### src/rtl/av_fr_pkg.sv
package av_fr_pkg;
  localparam int QUAD_W = 32;
  localparam int LANES  = QUAD_W / 8;
  localparam int LANE_W = $clog2(LANES);

  function automatic logic [QUAD_W-1:0] put_byte(logic [QUAD_W-1:0] w,
                                                 logic [LANE_W-1:0] lane,
                                                 logic [7:0] b);
    logic [QUAD_W-1:0] r;
    r = w;
    for (int i = 0; i < LANES; i++)
      if (lane == LANE_W'(i)) r[QUAD_W-1-8*i -: 8] = b;
    return r;
  endfunction
endpackage

### src/rtl/av_fr_seq.sv
module av_fr_seq #(
  parameter int LEN_W = 12
) (
  input  logic             clk_i,
  input  logic             rst_ni,
  input  logic             valid_i,
  input  logic             sync_i,
  input  logic [LEN_W-1:0] pkt_len_i,
  output logic             start_o,
  output logic             abort_o,
  output logic             push_o,
  output logic             last_o
);
  logic             active_q;
  logic [LEN_W-1:0] cnt_q, len_q, eff_len;

  assign eff_len = (pkt_len_i < LEN_W'(2)) ? LEN_W'(2) : pkt_len_i;
  assign start_o = valid_i & sync_i;
  assign abort_o = start_o & active_q;
  assign push_o  = valid_i & (sync_i | active_q);
  assign last_o  = valid_i & ~sync_i & active_q & ((cnt_q + LEN_W'(1)) == len_q);

  always_ff @(posedge clk_i or negedge rst_ni) begin
    if (!rst_ni) begin
      active_q <= 1'b0;
      cnt_q    <= '0;
      len_q    <= LEN_W'(2);
    end else if (start_o) begin
      active_q <= 1'b1;
      cnt_q    <= LEN_W'(1);
      len_q    <= eff_len;
    end else if (push_o) begin
      cnt_q <= cnt_q + LEN_W'(1);
      if (last_o) active_q <= 1'b0;
    end
  end

  AST_CNT_BELOW_LEN: assert property (@(posedge clk_i) disable iff (!rst_ni)
    active_q |-> (cnt_q < len_q && len_q >= LEN_W'(2)));
  AST_LEN_HELD: assert property (@(posedge clk_i) disable iff (!rst_ni)
    (active_q && !start_o) |=> $stable(len_q));
endmodule

### src/rtl/av_fr_pack.sv
module av_fr_pack
  import av_fr_pkg::*;
#(
  parameter int TS_W = 25
) (
  input  logic              clk_i,
  input  logic              rst_ni,
  input  logic              start_i,
  input  logic              abort_i,
  input  logic              push_i,
  input  logic              last_i,
  input  logic [7:0]        byte_i,
  input  logic              ts_en_i,
  input  logic [TS_W-1:0]   ts_i,
  output logic              wr_en_o,
  output logic [QUAD_W-1:0] wr_data_o,
  output logic              wr_commit_o,
  output logic              wr_discard_o
);
  logic [QUAD_W-1:0] qd_q, word;
  logic [LANE_W-1:0] lane_q;

  assign word = put_byte(start_i ? '0 : qd_q, start_i ? '0 : lane_q, byte_i);

  always_ff @(posedge clk_i or negedge rst_ni) begin
    if (!rst_ni) begin
      qd_q         <= '0;
      lane_q       <= '0;
      wr_en_o      <= 1'b0;
      wr_data_o    <= '0;
      wr_commit_o  <= 1'b0;
      wr_discard_o <= 1'b0;
    end else begin
      wr_en_o      <= 1'b0;
      wr_commit_o  <= 1'b0;
      wr_discard_o <= abort_i;
      if (start_i) begin
        // length >= 2, so the opening byte never completes a quadlet
        if (ts_en_i) begin
          wr_en_o   <= 1'b1;
          wr_data_o <= {{(QUAD_W-TS_W){1'b0}}, ts_i};
        end
        qd_q   <= word;
        lane_q <= LANE_W'(1);
      end else if (push_i) begin
        if (lane_q == LANE_W'(LANES-1) || last_i) begin
          wr_en_o     <= 1'b1;
          wr_data_o   <= word;
          wr_commit_o <= last_i;
          qd_q        <= '0;
          lane_q      <= '0;
        end else begin
          qd_q   <= word;
          lane_q <= lane_q + LANE_W'(1);
        end
      end
    end
  end

  AST_COMMIT_WITH_WRITE: assert property (@(posedge clk_i) disable iff (!rst_ni)
    wr_commit_o |-> wr_en_o);
  AST_NO_COMMIT_AND_DROP: assert property (@(posedge clk_i) disable iff (!rst_ni)
    !(wr_commit_o && wr_discard_o));
  AST_IDLE_NO_WRITE: assert property (@(posedge clk_i) disable iff (!rst_ni)
    !(start_i || push_i) |=> !wr_en_o);
endmodule

### src/rtl/av_fr_err.sv
module av_fr_err (
  input  logic clk_i,
  input  logic rst_ni,
  input  logic set_i,
  input  logic clr_i,
  output logic err_o,
  output logic irq_o
);
  always_ff @(posedge clk_i or negedge rst_ni) begin
    if (!rst_ni) begin
      err_o <= 1'b0;
      irq_o <= 1'b0;
    end else begin
      err_o <= set_i | (err_o & ~clr_i);
      irq_o <= set_i;
    end
  end

  AST_IRQ_IMPLIES_FLAG: assert property (@(posedge clk_i) disable iff (!rst_ni)
    irq_o |-> err_o);
  AST_SET_BEATS_CLEAR: assert property (@(posedge clk_i) disable iff (!rst_ni)
    (set_i && clr_i) |=> err_o);
  AST_CLEAR_WORKS: assert property (@(posedge clk_i) disable iff (!rst_ni)
    (clr_i && !set_i) |=> !err_o);
endmodule

### src/rtl/av_pkt_framer.sv
module av_pkt_framer #(
  parameter int LEN_W = 12,
  parameter int TS_W  = 25
) (
  input  logic             clk_i,
  input  logic             rst_ni,
  input  logic [7:0]       byte_i,
  input  logic             valid_i,
  input  logic             sync_i,
  input  logic             ts_en_i,
  input  logic [LEN_W-1:0] pkt_len_i,
  input  logic [TS_W-1:0]  cycle_time_i,
  input  logic             err_clr_i,
  output logic             wr_en_o,
  output logic [31:0]      wr_data_o,
  output logic             wr_commit_o,
  output logic             wr_discard_o,
  output logic             err_o,
  output logic             err_irq_o,
  output logic             viol_o
);
  logic start, abort, push, last;

  av_fr_seq #(.LEN_W(LEN_W)) u_seq (
    .clk_i(clk_i), .rst_ni(rst_ni), .valid_i(valid_i), .sync_i(sync_i),
    .pkt_len_i(pkt_len_i), .start_o(start), .abort_o(abort),
    .push_o(push), .last_o(last)
  );

  av_fr_pack #(.TS_W(TS_W)) u_pack (
    .clk_i(clk_i), .rst_ni(rst_ni), .start_i(start), .abort_i(abort),
    .push_i(push), .last_i(last), .byte_i(byte_i), .ts_en_i(ts_en_i),
    .ts_i(cycle_time_i), .wr_en_o(wr_en_o), .wr_data_o(wr_data_o),
    .wr_commit_o(wr_commit_o), .wr_discard_o(wr_discard_o)
  );

  av_fr_err u_err (
    .clk_i(clk_i), .rst_ni(rst_ni), .set_i(abort), .clr_i(err_clr_i),
    .err_o(err_o), .irq_o(err_irq_o)
  );

  always_ff @(posedge clk_i or negedge rst_ni) begin
    if (!rst_ni) viol_o <= 1'b0;
    else         viol_o <= sync_i & ~valid_i;
  end

  AST_VIOL_PULSE: assert property (@(posedge clk_i) disable iff (!rst_ni)
    (sync_i && !valid_i) |=> viol_o);
  AST_STAMP_AFTER_SYNC: assert property (@(posedge clk_i) disable iff (!rst_ni)
    (sync_i && valid_i && ts_en_i) |=>
      (wr_en_o && wr_data_o == {{(32-TS_W){1'b0}}, $past(cycle_time_i)}));
  AST_DROP_NEEDS_SYNC: assert property (@(posedge clk_i) disable iff (!rst_ni)
    wr_discard_o |-> $past(sync_i && valid_i));
  AST_ERR_RISE_IRQ: assert property (@(posedge clk_i) disable iff (!rst_ni)
    (err_o && !$past(err_o)) |-> err_irq_o);
endmodule

### config.mk
export PLATFORM = sky130hd
export DESIGN_NAME = av_pkt_framer
export DESIGN_NICKNAME = d
export VERILOG_FILES = /design/src/rtl/av_fr_pkg.sv /design/src/rtl/av_fr_seq.sv /design/src/rtl/av_fr_pack.sv /design/src/rtl/av_fr_err.sv /design/src/rtl/av_pkt_framer.sv
export SDC_FILE = /design/constraint.sdc
export NUM_CORES = 1
export LEC_CHECK = 0
export BUFFER_PORTS_ARGS = -buffer_cell sky130_fd_sc_hd__buf_2
export CAP_MARGIN = 5
export CORE_ASPECT_RATIO = 0.5
export CORE_UTILIZATION = 55
export DETAILED_ROUTE_END_ITERATION = 12
export GPL_TIMING_DRIVEN = 1
export PLACE_DENSITY = 0.83
export SETUP_SLACK_MARGIN = 0.3
export SYNTH_ARGS = -nofsm -noshare
export SYNTH_HDL_FRONTEND = slang
export SYNTH_SLANG_ARGS = --single-unit
### constraint.sdc
create_clock -name clk_i -period 4 [get_ports clk_i]
set_input_delay 0.8 -clock clk_i [delete_from_list [all_inputs] [get_ports clk_i]]
set_output_delay 0.8 -clock clk_i [all_outputs]
set_load 0.02 [all_outputs]
==> results by stage, run 1 <==
CTS:
- The H-tree depth is 3.
- Buffers inserted to repair hold after CTS numbered 0.
- The clock drives 96 sinks.
- The root buffer selected by CTS is sky130_fd_sc_hd__clkbuf_16.
- The post-CTS repair timing setup buffer count is 0.
- The later pin in the worst-skew pair is clocked with a latency of ~360 ps.
- The total CTS buffers is 9.
- TritonCTS built the clock tree.
- The longest clock path from root to sink contains 2 buffers.
- The post-cts resize count is 0.
- Clock-pin slew was measured on the worst setup and hold paths at 70 ps.

Die:
- The initial utilization of the core area, before any placement, comes to 0.576.
- The die is 70.1 um tall.
- After floorplanning, the core was divided into 24 placement rows.
- The I/O pin count is 89.
- Measured along the x axis, the die boundary spans 138 um.
- The die covers 9690 sq um.
- The total area inside the core boundary comes to ~9000 sq um.

Layout:
- The finished layout holds 673 standard cells, fillers aside.
- The area occupied by multi-input gates is 2480 sq um.
- The sequential cells in the finished layout cover a total of between 2000 and 2500 sq um.
- The utilization after layout is 0.660.
- The repair_antennas step left the layout with diodes totalling 0.
- The number of fillers in the final layout is slightly below 700.
- In the final layout, the share of cells above drive strength 1 is 0.281.
- Relative to the synthesized area, the layout overhead comes to 14.7%.
- The net count of the finished layout is a little over 600.

Power and ir drop:
- The power density over the cells is ~560 nW/um^2.
- Overall power consumption after layout is estimated at around 3.3 mW.
- The worst vdd rail ir drop is between 0.0002 and 0.0003 V.
- The analysis attributes to cell leakage a power of between 2 and 3 nW.

Logic synthesis:
- For this run, asynchronously set or reset flops after synthesis account for 1.00.
- Counting flops with a built-in enable in the synthesized netlist gives 0.
- Synthesis produced ~480 cells.
- Of the post-synthesis cell area, the dominant cell type holds 0.466.
- In the post-synthesis netlist, the cell with the most instances is sky130_fd_sc_hd__dfrtp_1.
- The synthesized design contains 96 register bits.
- The post-synthesis average cell area is 10.6 sq um.
- For this run, the register share of the synthesized area comes to 0.471.
- The most used flip-flop cell after synthesis is sky130_fd_sc_hd__dfrtp_1.
- The Yosys step of the flow raised 0 warnings.
- The synthesized cell area is 5100 sq um.
- After synthesis, the netlist uses 61 different library cells.
- Counting every net in the synthesized netlist gives 535.
- The commonest cells after synthesis are sky130_fd_sc_hd__dfrtp_1 (95), sky130_fd_sc_hd__nand2_1 (91), sky130_fd_sc_hd__o21ai_0 (32).
- The dominant cell type by area after synthesis is sky130_fd_sc_hd__dfrtp_1.
- By area the synthesized netlist is led by sky130_fd_sc_hd__dfrtp_1 (47%), sky130_fd_sc_hd__nand2_1 (6.7%), sky130_fd_sc_hd__mux2i_1 (6.1%).

Min path:
- The worst min-delay path class is flip-flop to flip-flop.
- In this run the most critical hold path is launched from u_err.err_o.

Global route:
- After global routing the overflow that remains totals 0.
- The first global-routing pass estimated 20300 um of wire.
- Entering global routing, the biggest net connects 70 pins.
- The initial antenna violation count is 0.
- In the global route stage, overall resource usage came out at 0.273.
- The number of global-route vias before repair came to between 3000 and 4000.

Setup path:
- The critical path is of the flip-flop to flip-flop type.
- The logic depth of the worst register-to-register path is 9.
- Of all nets on the critical path, the largest fanout is 15.
- In this run the critical register-to-register path is launched from u_seq.cnt_q[0].
- STA classifies the critical path endpoint as a flip-flop.
- The worst setup path startpoint is u_seq.cnt_q[0].
- The end of the critical path is u_pack.wr_data_o[19].
- The kind of start point of the critical path is a flip-flop.
- The critical path data arrival time is 3390 ps.
- The reg-to-reg critical path endpoint is u_pack.wr_data_o[19].
- Setup slack on the worst reg-to-reg path comes out at 860 ps.
- Data on the critical path is required at its endpoint by between 4000 and 5000 ps.

Drt:
- For this block, the initial DRC count from the detailed router was 290.
- The post-detailed-route wirelength per cell is around 18 um.
- The remaining number of nets flagged by the antenna check after routing is 0.
- The remaining routing DRC violations is 16.
- The first detailed-routing pass took 9 iterations.
- The routed layout has around 4000 vias.
- The routed design has 12200 um of wire.
- The via density per instance is 5.96.

STA:
- The final-report setup violation count is 0.
- The final-report max-slew violation count came to 0.
- The headroom to the max-slew limit is 0.418.
- The final count of hold timing violations is 0.
- The slew at the pin closest to its max-slew limit is just under 900 ps.
- Final hold analysis gives a worst-case slack of 479 ps.
- The setup clock skew after layout is between 9 and 10 ps.
- Setup repair after global routing left no endpoint under its margin.
- The accumulated negative setup slack is 0 ps.
- The fmax is about 320 MHz.
- In the finished design, the share of the clock period the worst path needs comes to 0.786.
- The smallest clock period supported by the final layout is computed as 3140 ps.

Placement:
- In this run, placement finished with an instance count of around 660.
- The wire-length estimate of the detail-placed layout is approximately 8400 um.
- The congestion estimate from routability-driven global placement came to ~0.88.
- The number of buffers inserted by port buffering is between 80 and 90.

Outcome:
- The checks that failed: DRC.
- The run finished, with violations left.

Run:
- Across the run, the number of max-cap violations was 0.
## state kept, by name, indices dropped and copies added (netlist names)
register,count
u_err.err_o,1
u_pack.wr_en_o,1
u_seq.len_q,12
u_seq.cnt_q,12
u_pack.wr_commit_o,1
u_err.irq_o,1
u_pack.lane_q,2
u_pack.wr_data_o,32
viol_o,1
u_pack.qd_q,32
u_seq.active_q,1
## worst max-delay path, stage by stage, from the launching register on
cell                        delay, ps
sky130_fd_sc_hd__dfrtp_1          470
sky130_fd_sc_hd__ha_1             350
sky130_fd_sc_hd__and2_1           240
sky130_fd_sc_hd__a32o_2           260
sky130_fd_sc_hd__a2111oi_4        370
sky130_fd_sc_hd__and4_4           300
sky130_fd_sc_hd__nand3_4          110
sky130_fd_sc_hd__a31oi_4          240
sky130_fd_sc_hd__buf_4            310
sky130_fd_sc_hd__mux2_2           370
## report_power, final
part | internal [mW] | leakage (nW) | total (mW) | switching [mW]
Sequential | 1.22 | 1.25 | 1.40 | 0.183
Combinational | 0.476 | 1.40 | 1.02 | 0.549
Clock | 0.435 | 0.140 | 0.841 | 0.407
## area by class of cell
class                      count  share of cell area
tap                          117              0.0250
clock buffer                   9              0.0385
sequential                    96               0.411
timing repair buffer          98              0.0885
inverter                       4             0.00257
clock inverter                 7              0.0109
multi-input combinational    342               0.424
## cell families (layout without fill, tap and decap cells)
logic type,after synthesis,in the layout,share of synthesized area
simple gates,151,151,0.144
compound gates,123,123,0.190
flops,96,96,0.471
mux,56,56,0.130
buf+inv,44,118,0.0429
xor+xnor,10,10,0.0172
fa+ha+maj,2,2,0.00490
## how the worst min path moves through the flow
stage,end,slack (ps),cells after the start
floorplan,u_seq.cnt_q[11],460,1
global placement,u_err.err_o,450,1
detailed placement,u_err.err_o,460,1
CTS,u_err.err_o,480,1
global route,u_err.err_o,490,1
finish,u_err.err_o,480,1
## through the flow
step | cell area, sq um | worst slack, ps
2_1_floorplan | 5100 | 1010
3_3_place_gp | 5560 | 658
3_5_place_dp | 5560 | 619
4_1_cts | 5850 | 861
5_1_grt | 5850 | 729
6_report | 5850 | 855
## layout by cell type (no fill, tap or decap), types with 2 or more instances in the layout
master and n:
sky130_fd_sc_hd__mux2_2 6, sky130_fd_sc_hd__and3_1 4, sky130_fd_sc_hd__nor4_1 3, sky130_fd_sc_hd__xnor2_1 4, sky130_fd_sc_hd__o41ai_1 5, sky130_fd_sc_hd__nor3b_1 2
sky130_fd_sc_hd__o41ai_4 3, sky130_fd_sc_hd__a32o_1 9, sky130_fd_sc_hd__or2_2 3, sky130_fd_sc_hd__a21o_1 2, sky130_fd_sc_hd__a22o_1 26, sky130_fd_sc_hd__buf_2 87
sky130_fd_sc_hd__ha_1 2, sky130_fd_sc_hd__nor2b_1 3, sky130_fd_sc_hd__xor2_1 6, sky130_fd_sc_hd__a21oi_1 13, sky130_fd_sc_hd__nand3_1 7, sky130_fd_sc_hd__nor4_4 2
sky130_fd_sc_hd__inv_1 4, sky130_fd_sc_hd__nor2_1 15, sky130_fd_sc_hd__o31ai_1 4, sky130_fd_sc_hd__nand4_1 4, sky130_fd_sc_hd__clkbuf_16 9, sky130_fd_sc_hd__nor3_1 3
sky130_fd_sc_hd__dfrtp_1 95, sky130_fd_sc_hd__nand2_1 91, sky130_fd_sc_hd__mux2_4 19, sky130_fd_sc_hd__inv_6 4, sky130_fd_sc_hd__mux2i_1 31, sky130_fd_sc_hd__o21ai_0 32
sky130_fd_sc_hd__o31a_1 2, sky130_fd_sc_hd__and2_1 4, sky130_fd_sc_hd__a31oi_1 11, sky130_fd_sc_hd__o21a_1 4, sky130_fd_sc_hd__buf_4 11
## layer usage
metal | global-route usage | vias to the layer above | share of wire
li1 | - | 1887 | -
met2 | 0.435 | 139 | 0.47
met3 | 0.0645 | 27 | 0.055
met5 | 0 | - | 0
met4 | 0.0999 | 0 | 0.021
met1 | 0.368 | 1958 | 0.46
Note: power is estimated with default switching activity, not from simulation.
==> run 2: changes to the inputs <==
--- a/config.mk
+++ b/config.mk
@@ -8,10 +8,10 @@
 export BUFFER_PORTS_ARGS = -buffer_cell sky130_fd_sc_hd__buf_2
 export CAP_MARGIN = 5
 export CORE_ASPECT_RATIO = 0.5
-export CORE_UTILIZATION = 55
+export CORE_UTILIZATION = 51
 export DETAILED_ROUTE_END_ITERATION = 12
 export GPL_TIMING_DRIVEN = 1
-export PLACE_DENSITY = 0.83
+export PLACE_DENSITY = 0.81
 export SETUP_SLACK_MARGIN = 0.3
 export SYNTH_ARGS = -nofsm -noshare
 export SYNTH_HDL_FRONTEND = slang
==> constraint.sdc (replaced) <==
create_clock -name clk_i -period 2.8 [get_ports clk_i]
set_input_delay 0.56 -clock clk_i [delete_from_list [all_inputs] [get_ports clk_i]]
set_output_delay 0.56 -clock clk_i [all_outputs]
set_load 0.02 [all_outputs]
==> results by stage, run 2 (synthesis results as in run 1) <==
CTS:
- The total CTS buffers is 9 (unchanged).
- The clock transition at the register clock pins on the worst setup and hold paths after CTS came to 70 ps (about the same).
- TritonCTS built the clock tree.
- The maximum buffer depth of the clock tree is 2 (unchanged).
- The root buffer selected by CTS is sky130_fd_sc_hd__clkbuf_16.
- The clock sink count is 96 (unchanged).
- The clock insertion delay at the later pin of the skew report was 350 ps (about the same).
- The H-tree depth is 3 (unchanged).

Layout:
- The post-route cell area came to 6420 sq um (+9.8%).
- The library cells used most frequently in the layout, excluding fill and tap cells, are sky130_fd_sc_hd__nand2_1 (91), sky130_fd_sc_hd__dfrtp_1 (89), sky130_fd_sc_hd__buf_2 (87), sky130_fd_sc_hd__buf_4 (34), sky130_fd_sc_hd__o21ai_0 (32).
- The number of fillers in the final layout is 699 (+3.6%).
- The library cell used most frequently in the layout, excluding fill and tap cells, is sky130_fd_sc_hd__nand2_1.
- The largest registers in the layout are u_pack.qd_q x32, u_pack.wr_data_o x32.
- The layout net count is 641 (+6.1%).
- The number of antenna cells inserted came to 0 (unchanged).
- Compared with the post-synthesis result, the final layout area differs by 25.9%.
- The fraction of layout cells with a size suffix above 1 is 0.358 (+0.0769).

Placement:
- The final weighted congestion of routability-driven global placement is 0.888 (+0.35%).
- The pre-CTS worst setup slack is 42.5 ps (-576 ps).
- The placed wire-length estimate after detailed placement was 8650 um (+2.7%).
- The number of buffers inserted by port buffering came to 88 (unchanged).
- The placed cell area is 5750 sq um (+3.4%).

Drt:
- The post-detailed-route wirelength per cell is 19.2 um (+5.5%).
- The number of DRC violations after detailed-routing iteration 0 came to 490 (+69%).
- The number of vias in the routed layout is 4407 (+9.9%).
- The post-detailed-routing wire length was 14000 um (+14%).
- The remaining routing DRC violations is 0 (-16).
- The via density per instance is 6.05 (+1.6%).
- The remaining number of nets flagged by the antenna check after routing is 0 (unchanged).
- The first-pass iteration count of the detailed router is 5 (-4).

Setup path:
- The maximum single-stage delay on the critical path is 450 ps (-20 ps).
- The cell family contributing the most delay on the critical path is compound AO/OA/AOI/OAI gates.
- Traced cell by cell, the critical path runs through ha_4, and2_4, a32o_2, a2111oi_4, and4_4, nand3_4, a31oi_4, buf_6, buf_12, mux2_4.
- The worst setup path is launched from a flip-flop.
- The maximum fanout along the worst path is 7 (-8).
- For this design, the slowest cell found on the critical path is sky130_fd_sc_hd__dfrtp_2.
- The required time of the worst setup path came to 3040 ps (-1210 ps).
- The critical path class is flip-flop to flip-flop.
- The combined buffer and inverter count along the critical path is 2 (+1).
- The slack of the worst reg-to-reg path is 200 ps (-660 ps).
- The critical path data arrival time is 2840 ps (-550 ps).
- The endpoint kind of the worst setup timing path is a flip-flop.

Run:
- The number of maximum-capacitance constraint violations is 0 (unchanged).

Die:
- The I/O pin count was 89 (unchanged).
- The initial cell density of the core came to 0.533 (-0.0429).
- The die height is 72.7 um (+3.7%).
- The die area was 10400 sq um (+7.7%).
- The area inside the core boundary is 9570 sq um (+8.1%).
- The overall die width is 143 um (+3.8%).
- The row count is 25 (+4.2%).

Global route:
- The global route total overflow is 0 (unchanged).
- The total global routing track utilization is 0.285 (+0.0121).
- The number of global-route vias before repair is 4371 (+11%).
- The pin count of the biggest net entering global routing came to 51 (-27%).
- The initial antenna violation count is 0 (unchanged).
- The first-pass GRT wire length is 22300 um (+9.7%).

Power and ir drop:
- The total leakage power is 3.04 nW (+9.1%).
- The worst vdd rail ir drop is 0.000396 V (+36%).
- The power density over the cells was 780 nW/um^2 (+40%).
- The overall power of the completed layout was 5.01 mW (+54%).

Min path:
- The min-delay analysis places its worst path in the category input pin to async pin.

STA:
- The final-report setup violation count is 0 (unchanged).
- The worst slack on hold paths is 205 ps (-274 ps).
- The post-layout worst setup margin is 198 ps (-657 ps).
- The accumulated negative setup slack came to 0 ps (unchanged).
- The slew at the pin closest to its max-slew limit came to 908 ps (+35.0 ps).
- The final critical delay including setup and external delays is 2600 ps (-543 ps).
- The setup clock skew after layout is 11.3 ps (+1.77 ps).
- The headroom to the max-slew limit is 0.388 (-0.0297).
- The final count of hold timing violations is 0 (unchanged).
- Setup repair after global routing could not meet its margin everywhere.
- The fmax is 384 MHz (+21%).
- The final cycle utilization of the critical path is 0.929 (+0.143).
- The final-report max-slew violation count is 0 (unchanged).

Outcome:
- The run finished with clean final reports.
[run 2: timing repair]
action	4_1_cts	5_1_grt
resized for setup	20	12
pin swaps	14	15
cloned	3	0
hold buffers	0	0
setup endpoints to repair	58	66
setup buffers	18	4
[run 2: area by class of cell]
cell class	count	area [sq um]	area share
Multi-Input combinational cell	342	2600	0.405
Clock buffer	9	225	0.0351
Timing Repair Buffer	135	915	0.142
Inverter	4	15.0	0.00234
Sequential cell	96	2410	0.375
Clock inverter	7	87.6	0.0136
Tap cell	135	169	0.0263
[run 2: power breakdown]
part / leakage, nW / switching (mW) / internal, mW
registers: 1.24 / 0.256 / 1.74
clock network: 0.148 / 0.573 / 0.712
logic: 1.66 / 0.888 / 0.842
[run 2: worst register-to-register path, stage by stage (launching register included)]
cell                        delay (ps)
sky130_fd_sc_hd__dfrtp_2           450
sky130_fd_sc_hd__ha_4              180
sky130_fd_sc_hd__and2_4            130
sky130_fd_sc_hd__a32o_2            250
sky130_fd_sc_hd__a2111oi_4         320
sky130_fd_sc_hd__and4_4            290
sky130_fd_sc_hd__nand3_4            80
sky130_fd_sc_hd__a31oi_4           170
sky130_fd_sc_hd__buf_6             160
sky130_fd_sc_hd__buf_12            140
sky130_fd_sc_hd__mux2_4            310
[run 2: path summary, 6_finish.rpt]
check	cells past startpoint	endpoint	startpoint
setup reg to reg	10	u_pack.wr_data_o[8]	u_seq.cnt_q[0]
hold reg to reg	1	u_err.err_o	u_err.err_o
hold / removal	1	u_pack.wr_data_o[18]	rst_ni
setup / recovery	10	u_pack.wr_data_o[8]	u_seq.cnt_q[0]
max in group asynchronous	2	u_seq.len_q[1]	rst_ni
min in group clk_i	3	u_seq.len_q[6]	pkt_len_i[6]
[run 2: per-layer routing]
layer,up-vias,part of all wire,track usage,wire length (um)
li1,1965,-,-,-
met1,2184,0.41,0.362,5770
met2,216,0.48,0.466,6710
met3,42,0.076,0.0735,1060
met4,0,0.031,0.131,434
met5,-,0,0,0
[run 2: metrics by stage]
step           cells  utilization
4_1_cts          724        0.662
3_5_place_dp     687        0.601
2_1_floorplan    482            -
3_3_place_gp     687        0.601
5_1_grt          728        0.671
6_report         728        0.671
